### config.mk
export PLATFORM = sky130hd
export DESIGN_NAME = twin_tmr
export DESIGN_NICKNAME = d
export VERILOG_FILES = /design/src/rtl/twin_tmr_pkg.sv /design/src/rtl/tmr_tick_gen.sv /design/src/rtl/tmr_fall_det.sv /design/src/rtl/twin_tmr.sv
export SDC_FILE = /design/constraint.sdc
export NUM_CORES = 1
export LEC_CHECK = 0
export ABC_AREA = 1
export BUFFER_PORTS_ARGS = -buffer_cell sky130_fd_sc_hd__buf_4
export CORE_ASPECT_RATIO = 0.5
export CORE_MARGIN = 10
export CORE_UTILIZATION = 63
export CTS_BUF_LIST = sky130_fd_sc_hd__clkbuf_8
export CTS_CLUSTER_DIAMETER = 60
export DETAILED_ROUTE_END_ITERATION = 7
export GPL_ROUTABILITY_DRIVEN = 0
export GPL_TIMING_DRIVEN = 1
export PLACE_DENSITY_LB_ADDON = 0.12
export SLEW_MARGIN = 10
export SYNTH_ARGS = -nofsm -noshare
export SYNTH_HDL_FRONTEND = slang
export SYNTH_SLANG_ARGS = --single-unit
### constraint.sdc
create_clock -name clk -period 4.4 [get_ports clk]
set_clock_uncertainty 0.1 [all_clocks]
set_input_delay 0.88 -clock clk [delete_from_list [all_inputs] [get_ports clk]]
set_output_delay 0.88 -clock clk [all_outputs]
set_load 0.05 [all_outputs]
### src/rtl/twin_tmr_pkg.sv
package twin_tmr_pkg;

    localparam int BYTE_W = 8;
    localparam int ADDR_W = 3;
    localparam int NUM_TMR = 2;

    typedef enum logic [ADDR_W-1:0] {
        A_T0LO = 3'd0,
        A_T0HI = 3'd1,
        A_T1LO = 3'd2,
        A_T1HI = 3'd3,
        A_MODE = 3'd4,
        A_CTRL = 3'd5
    } reg_addr_e;

    typedef struct packed {
        logic [BYTE_W-1:0] hi;
        logic [BYTE_W-1:0] lo;
    } tmr_t;

    typedef struct packed {
        tmr_t [NUM_TMR-1:0]   t;
        logic [BYTE_W-1:0]    mode;
        logic [NUM_TMR-1:0]   run;
        logic [NUM_TMR-1:0]   flag;
    } state_t;

    typedef struct packed {
        tmr_t v;
        logic ovf;
    } step_t;

    // One count step of a timer in counting mode md.
    function automatic step_t tmr_step(tmr_t cur, logic [1:0] md);
        step_t r;
        logic [13:0] w13;
        logic [16:0] w16;
        logic [8:0]  w8;
        r = '{v: cur, ovf: 1'b0};
        case (md)
            2'd0: begin
                w13 = {1'b0, cur.hi, cur.lo[4:0]} + 14'd1;
                r.v.hi = w13[12:5];
                r.v.lo = {cur.lo[7:5], w13[4:0]};
                r.ovf  = w13[13];
            end
            2'd1: begin
                w16 = {1'b0, cur.hi, cur.lo} + 17'd1;
                r.v   = w16[15:0];
                r.ovf = w16[16];
            end
            2'd2: begin
                if (cur.lo == 8'hFF) begin
                    r.v.lo = cur.hi;
                    r.ovf  = 1'b1;
                end else begin
                    r.v.lo = cur.lo + 8'd1;
                end
            end
            default: begin
                w8 = {1'b0, cur.lo} + 9'd1;
                r.v.lo = w8[7:0];
                r.ovf  = w8[8];
            end
        endcase
        return r;
    endfunction

endpackage

### src/rtl/tmr_tick_gen.sv
module tmr_tick_gen #(
    parameter int DIV = 12
) (
    input  logic clk,
    input  logic rst_n,
    output logic tick
);
    localparam int CW = (DIV > 1) ? $clog2(DIV) : 1;

    logic [CW-1:0] cnt_d, cnt_q;

    always_comb begin
        tick  = (cnt_q == CW'(DIV - 1));
        cnt_d = tick ? '0 : cnt_q + CW'(1);
    end

    always_ff @(posedge clk) begin
        if (!rst_n) cnt_q <= '0;
        else        cnt_q <= cnt_d;
    end
endmodule

### src/rtl/tmr_fall_det.sv
module tmr_fall_det (
    input  logic clk,
    input  logic rst_n,
    input  logic tick,
    input  logic pin,
    output logic evt
);
    logic smp_d, smp_q;

    always_comb begin
        evt   = tick && smp_q && !pin;
        smp_d = tick ? pin : smp_q;
    end

    always_ff @(posedge clk) begin
        if (!rst_n) smp_q <= 1'b0;
        else        smp_q <= smp_d;
    end
endmodule

### src/rtl/twin_tmr.sv
module twin_tmr
    import twin_tmr_pkg::*;
#(
    parameter int CYC_DIV = 12
) (
    input  logic                 clk,
    input  logic                 rst_n,
    input  logic                 wr_en,
    input  logic [ADDR_W-1:0]    wr_addr,
    input  logic [BYTE_W-1:0]    wr_data,
    input  logic [ADDR_W-1:0]    rd_addr,
    output logic [BYTE_W-1:0]    rd_data,
    input  logic [NUM_TMR-1:0]   cnt_pin,
    input  logic [NUM_TMR-1:0]   gate_pin,
    input  logic [NUM_TMR-1:0]   ack_clr,
    output logic [NUM_TMR-1:0]   ovf_flag
);
    state_t st_d, st_q;
    logic tick;
    logic [NUM_TMR-1:0] evt, inc, set;
    logic [1:0] md0, md1;
    step_t s0, s1;
    logic [8:0] hi_w;

    tmr_tick_gen #(.DIV(CYC_DIV)) u_tick (.clk(clk), .rst_n(rst_n), .tick(tick));

    for (genvar g = 0; g < NUM_TMR; g++) begin : g_edge
        tmr_fall_det u_det (
            .clk(clk), .rst_n(rst_n), .tick(tick),
            .pin(cnt_pin[g]), .evt(evt[g])
        );
    end

    always_comb begin
        st_d = st_q;
        set  = '0;
        md0  = st_q.mode[1:0];
        md1  = st_q.mode[5:4];
        for (int i = 0; i < NUM_TMR; i++) begin
            inc[i] = st_q.run[i]
                  && (!st_q.mode[4*i+3] || gate_pin[i])
                  && (st_q.mode[4*i+2] ? evt[i] : tick);
        end

        // timer 0 (low byte only when split)
        s0 = tmr_step(st_q.t[0], md0);
        if (inc[0]) begin
            st_d.t[0] = s0.v;
            set[0]    = s0.ovf;
        end

        // split mode: high byte of timer 0 runs on run bit 1
        hi_w = {1'b0, st_q.t[0].hi} + 9'd1;
        if (md0 == 2'd3 && st_q.run[1] && tick) begin
            st_d.t[0].hi = hi_w[7:0];
            set[1]       = hi_w[8];
        end

        // timer 1, halted in mode 3
        s1 = tmr_step(st_q.t[1], md1);
        if (inc[1] && md1 != 2'd3) begin
            st_d.t[1] = s1.v;
            if (md0 != 2'd3) set[1] = s1.ovf;
        end

        st_d.flag = (st_q.flag & ~ack_clr) | set;

        if (wr_en) begin
            case (wr_addr)
                A_T0LO: st_d.t[0].lo = wr_data;
                A_T0HI: st_d.t[0].hi = wr_data;
                A_T1LO: st_d.t[1].lo = wr_data;
                A_T1HI: st_d.t[1].hi = wr_data;
                A_MODE: st_d.mode    = wr_data;
                A_CTRL: begin
                    st_d.run  = wr_data[1:0];
                    st_d.flag = wr_data[5:4];
                end
                default: ;
            endcase
        end
    end

    always_ff @(posedge clk) begin
        if (!rst_n) st_q <= '0;
        else        st_q <= st_d;
    end

    always_comb begin
        case (rd_addr)
            A_T0LO:  rd_data = st_q.t[0].lo;
            A_T0HI:  rd_data = st_q.t[0].hi;
            A_T1LO:  rd_data = st_q.t[1].lo;
            A_T1HI:  rd_data = st_q.t[1].hi;
            A_MODE:  rd_data = st_q.mode;
            A_CTRL:  rd_data = {2'b00, st_q.flag, 2'b00, st_q.run};
            default: rd_data = '0;
        endcase
    end

    assign ovf_flag = st_q.flag;
endmodule

==> impl_summary.txt <==
----------------------------------------------------
[STA]
  Unrepaired setup endpoints after global routing ... no
  Slew margin rel. ... between 40% and 50%
  Ratio of final minimum period to clock period ... roughly three quarters
  Sum Neg Setup Slack ... 0 ns
  Final Hold Viols ... 0
  Number of pins with negative max-slew slack in the final report ... 0
  Least-Margin Pin Slew ... 0.858 ns
  Final setup violation count ... 0
  Highest clock rate ... ~0.30 GHz
  Clock period minus final worst setup slack ... 3.32 ns
  Final-layout worst hold slack ... approximately 0.36 ns

[Routing]
  Count of vias placed by the detailed router ... approximately 4,700
  WL/cell ... around 17 µm
  Number of design-rule violations left by the first detailed-router iteration ... ~750
  WL final ... ~13 mm
  Number of antenna-violating nets in the routed design ... 0
  Number of design rule violations left after detail routing ... 0
  Post-DR vias/cell ... between 6 and 7
  First-pass DRT Iterations ... 6

[Logic synthesis]
  Distinct cell type count of the synthesized netlist ... 38
  Count of warnings emitted by yosys ... 0
  Sequential cell area fraction in the yosys report ... 25.4%
  Post-Synthesis Cell Area ... 3950 µm²
  Post-synthesis area per instance ... between 6 and 7 µm²
  Synthesized flop and latch total ... 50
  Mapped Nets ... between 600 and 700
  Number of cells produced by synthesis ... between 600 and 700

[Floorplanning]
  Area of the die ... approximately 10,000 µm²
  Top-Level Pins ... 33
  Overall die height ... ~76 µm
  Core region area ... between 6000 and 7000 µm²
  Cell Rows ... 20
  Effective utilization at floorplan ... around 65%
  Die extent in x ... roughly 130 µm

[Setup path]
  Type of destination of the critical path ... output pin
  Critical setup path kind ... primary input to output pin
  Reg2reg setup slack ... 2.05 ns
  Worst Path Required ... between 3 and 4 ns
  Peak fanout along the critical path ... 8
  Setup crit start kind ... primary input
  Endpoint of the most critical register-to-register path ... st_q[31]$_SDFF_PN0_
  Arrival time at the worst endpoint ... around 2.3 ns
  Reg2Reg Depth ... 8
  Launching point of the worst reg2reg path ... u_tick.cnt_q[0]$_SDFF_PP0_

[Global routing]
  First-pass GRT wire length ... 20.3 mm
  Number of global-route vias before repair ... 3,974
  Grt total ovfl ... 0
  Number of antenna violations at the first check in global routing ... 0
  Pin count of the biggest net entering global routing ... between 40 and 50
  Total routing usage reported by global routing ... 24.0%

[CTS]
  Worst-skew pair later-pin latency ... about 0.32 ns
  Clock Root Buffer ... sky130_fd_sc_hd__clkbuf_8
  Clock Pin Slew Worst Setup and Hold Paths ... around 0.090 ns
  Post-CTS Resized ... 0
  Cts bufs inserted ... 5
  Number of H-tree levels ... 2
  Postcts setup bufs ... 0
  Hold buffers post-CTS ... 0
  Number of clock sinks ... 50
  Number of buffers on the longest clock path ... 2
  CTS tree ... done

[Pwr]
  Max IR drop VDD ... roughly 0.00014 V
  Comb power frac ... 13.7%
  Clock network fraction of total power ... around 40%
  Total power density per cell area ... approximately 240 nW/µm²
  Leakage Power ... between 1.5 and 2 nW
  Seq pwr share ... between 40% and 50%
  Switching power ... 0.292 mW
  Switching part of the total ... roughly 28%
  Internal power ... between 0.7 and 0.8 mW

[Placement]
  Count of placed standard cells including taps ... between 700 and 800
  Total placed instance area ... between 4000 and 5000 µm²
  Port-buffer cells ... 32
  Final HPWL from detailed placement ... 9.39 mm

[Min path]
  Startpoint of the worst hold path ... g_edge[0].u_det.smp_q$_SDFFE_PN0N_
  Min-Delay Endpoint ... g_edge[0].u_det.smp_q$_SDFFE_PN0N_
  Min-delay worst type ... flip-flop to flip-flop
  WHS Path Cells ... 2

[Final layout]
  Antenna Diode Count ... 0
  Reg area ... approximately 1000 µm²
  Final Instance Count excl. Fillers ... 750
  Final nets ... 688
  Commonest cells after routing, fill and taps aside ... sky130_fd_sc_hd__nand2_1 (127), sky130_fd_sc_hd__inv_1 (83), sky130_fd_sc_hd__a21oi_1 (83), sky130_fd_sc_hd__o21ai_0 (72), sky130_fd_sc_hd__nor2_1 (55)
  Combined area of the multi-input logic cells ... 2490 µm²
  Post-route standard cell area excluding fillers ... around 4300 µm²
  Fraction of final layout cells with drive strength greater than 1 ... between 10% and 20%
  Area growth from synthesis to layout ... 9.32%
  Layout filler cell count ... 545
  Most frequent standard cell in the layout excluding fill and tap cells ... sky130_fd_sc_hd__nand2_1

[Status]
  Outcome ... finished clean

[Run]
  Reported max-cap violation count ... 0

----------------------------------------------------
## kinds of logic after synthesis
family,share of synthesized area (%)
and+or+nand+nor,31.0
AOI/OAI and AO/OA,30.0
buffers and inverters,11.5
DFF,25.4
xor gates and xnor gates,0.887
adders and majority gates,1.27
## through the flow
step	utilization, %	setup WS (ns)	power, mW
after floorplan	-	0.870	0.585
after global placement	68.6	1.16	0.638
after detailed placement	68.6	1.14	0.640
after CTS	71.0	1.13	1.04
after global routing	71.0	0.848	1.09
final	71.0	1.08	1.05
## synth_stat cells, drive strengths merged
library cell / instances / area share (%)
ha: 4 / 1.3
a22oi: 9 / 1.7
a211oi: 1 / 0.19
nand4: 6 / 0.95
xor2: 4 / 0.89
clkbuf: 5 / 0.48
nor2: 69 / 8.7
a21o: 1 / 0.19
o31ai: 3 / 0.57
dfxtp: 50 / 25
o21a: 3 / 0.57
o211ai: 8 / 1.6
inv: 88 / 8.4
o22ai: 8 / 1.3
nand2: 133 / 13
nor3: 8 / 1.1
o221ai: 3 / 0.67
buf: 13 / 2.7
a31oi: 5 / 0.79
nand3: 48 / 6.5
or2: 2 / 0.32
a21oi: 84 / 11
a221oi: 2 / 0.44
o21ai: 83 / 11
## worst max path at each step
stage	from	to	slack (ns)	depth (start not counted)
after detailed placement	rd_addr[0]	rd_data[6]	1.14	5
after floorplan	rd_addr[1]	rd_data[2]	0.87	4
final	rd_addr[0]	rd_data[6]	1.08	5
after global placement	rd_addr[0]	rd_data[6]	1.16	5
after global routing	rd_addr[1]	rd_data[6]	0.85	8
after CTS	rd_addr[0]	rd_data[6]	1.13	5
## power groups by stage
| stage | clock network, mW | logic (mW) | registers (mW) |
|---|---|---|---|
| floorplan | 0 | 0.0930 | 0.492 |
| global placement | 0 | 0.137 | 0.500 |
| detailed placement | 0 | 0.140 | 0.500 |
| CTS | 0.414 | 0.141 | 0.490 |
| global route | 0.435 | 0.158 | 0.493 |
| finish | 0.416 | 0.144 | 0.492 |
## state kept, by name, summed over array words and instances, names as in the netlist
signal,cells
md0,2
ovf_flag,2
md1,2
g_edge.u_det.smp_q,2
st_q,38
u_tick.cnt_q,4
## layer usage
metal / up-vias / wire [µm] / global-route usage (%)
li1: 2206 / - / -
met1: 2070 / 5370 / 32.0
met2: 328 / 5540 / 37.8
met3: 54 / 1390 / 5.46
met4: 0 / 425 / 6.73
met5: - / 0 / 0
## critical path: stages
cell and delay, ns:
sky130_fd_sc_hd__buf_4 0.12, sky130_fd_sc_hd__nor3_1 0.64, sky130_fd_sc_hd__a221oi_1 0.25, sky130_fd_sc_hd__o221ai_1 0.18, sky130_fd_sc_hd__buf_4 0.26
## final cells by class
type,count,share of cell area [%]
multi-input cells,484,57.7
clock inverters,2,1.39
inverters,88,7.65
well taps,88,2.55
repair buffers,32,5.57
flip-flops and latches,50,23.2
clock buffers,6,1.91
Note: power is estimated with default switching activity, not from simulation.
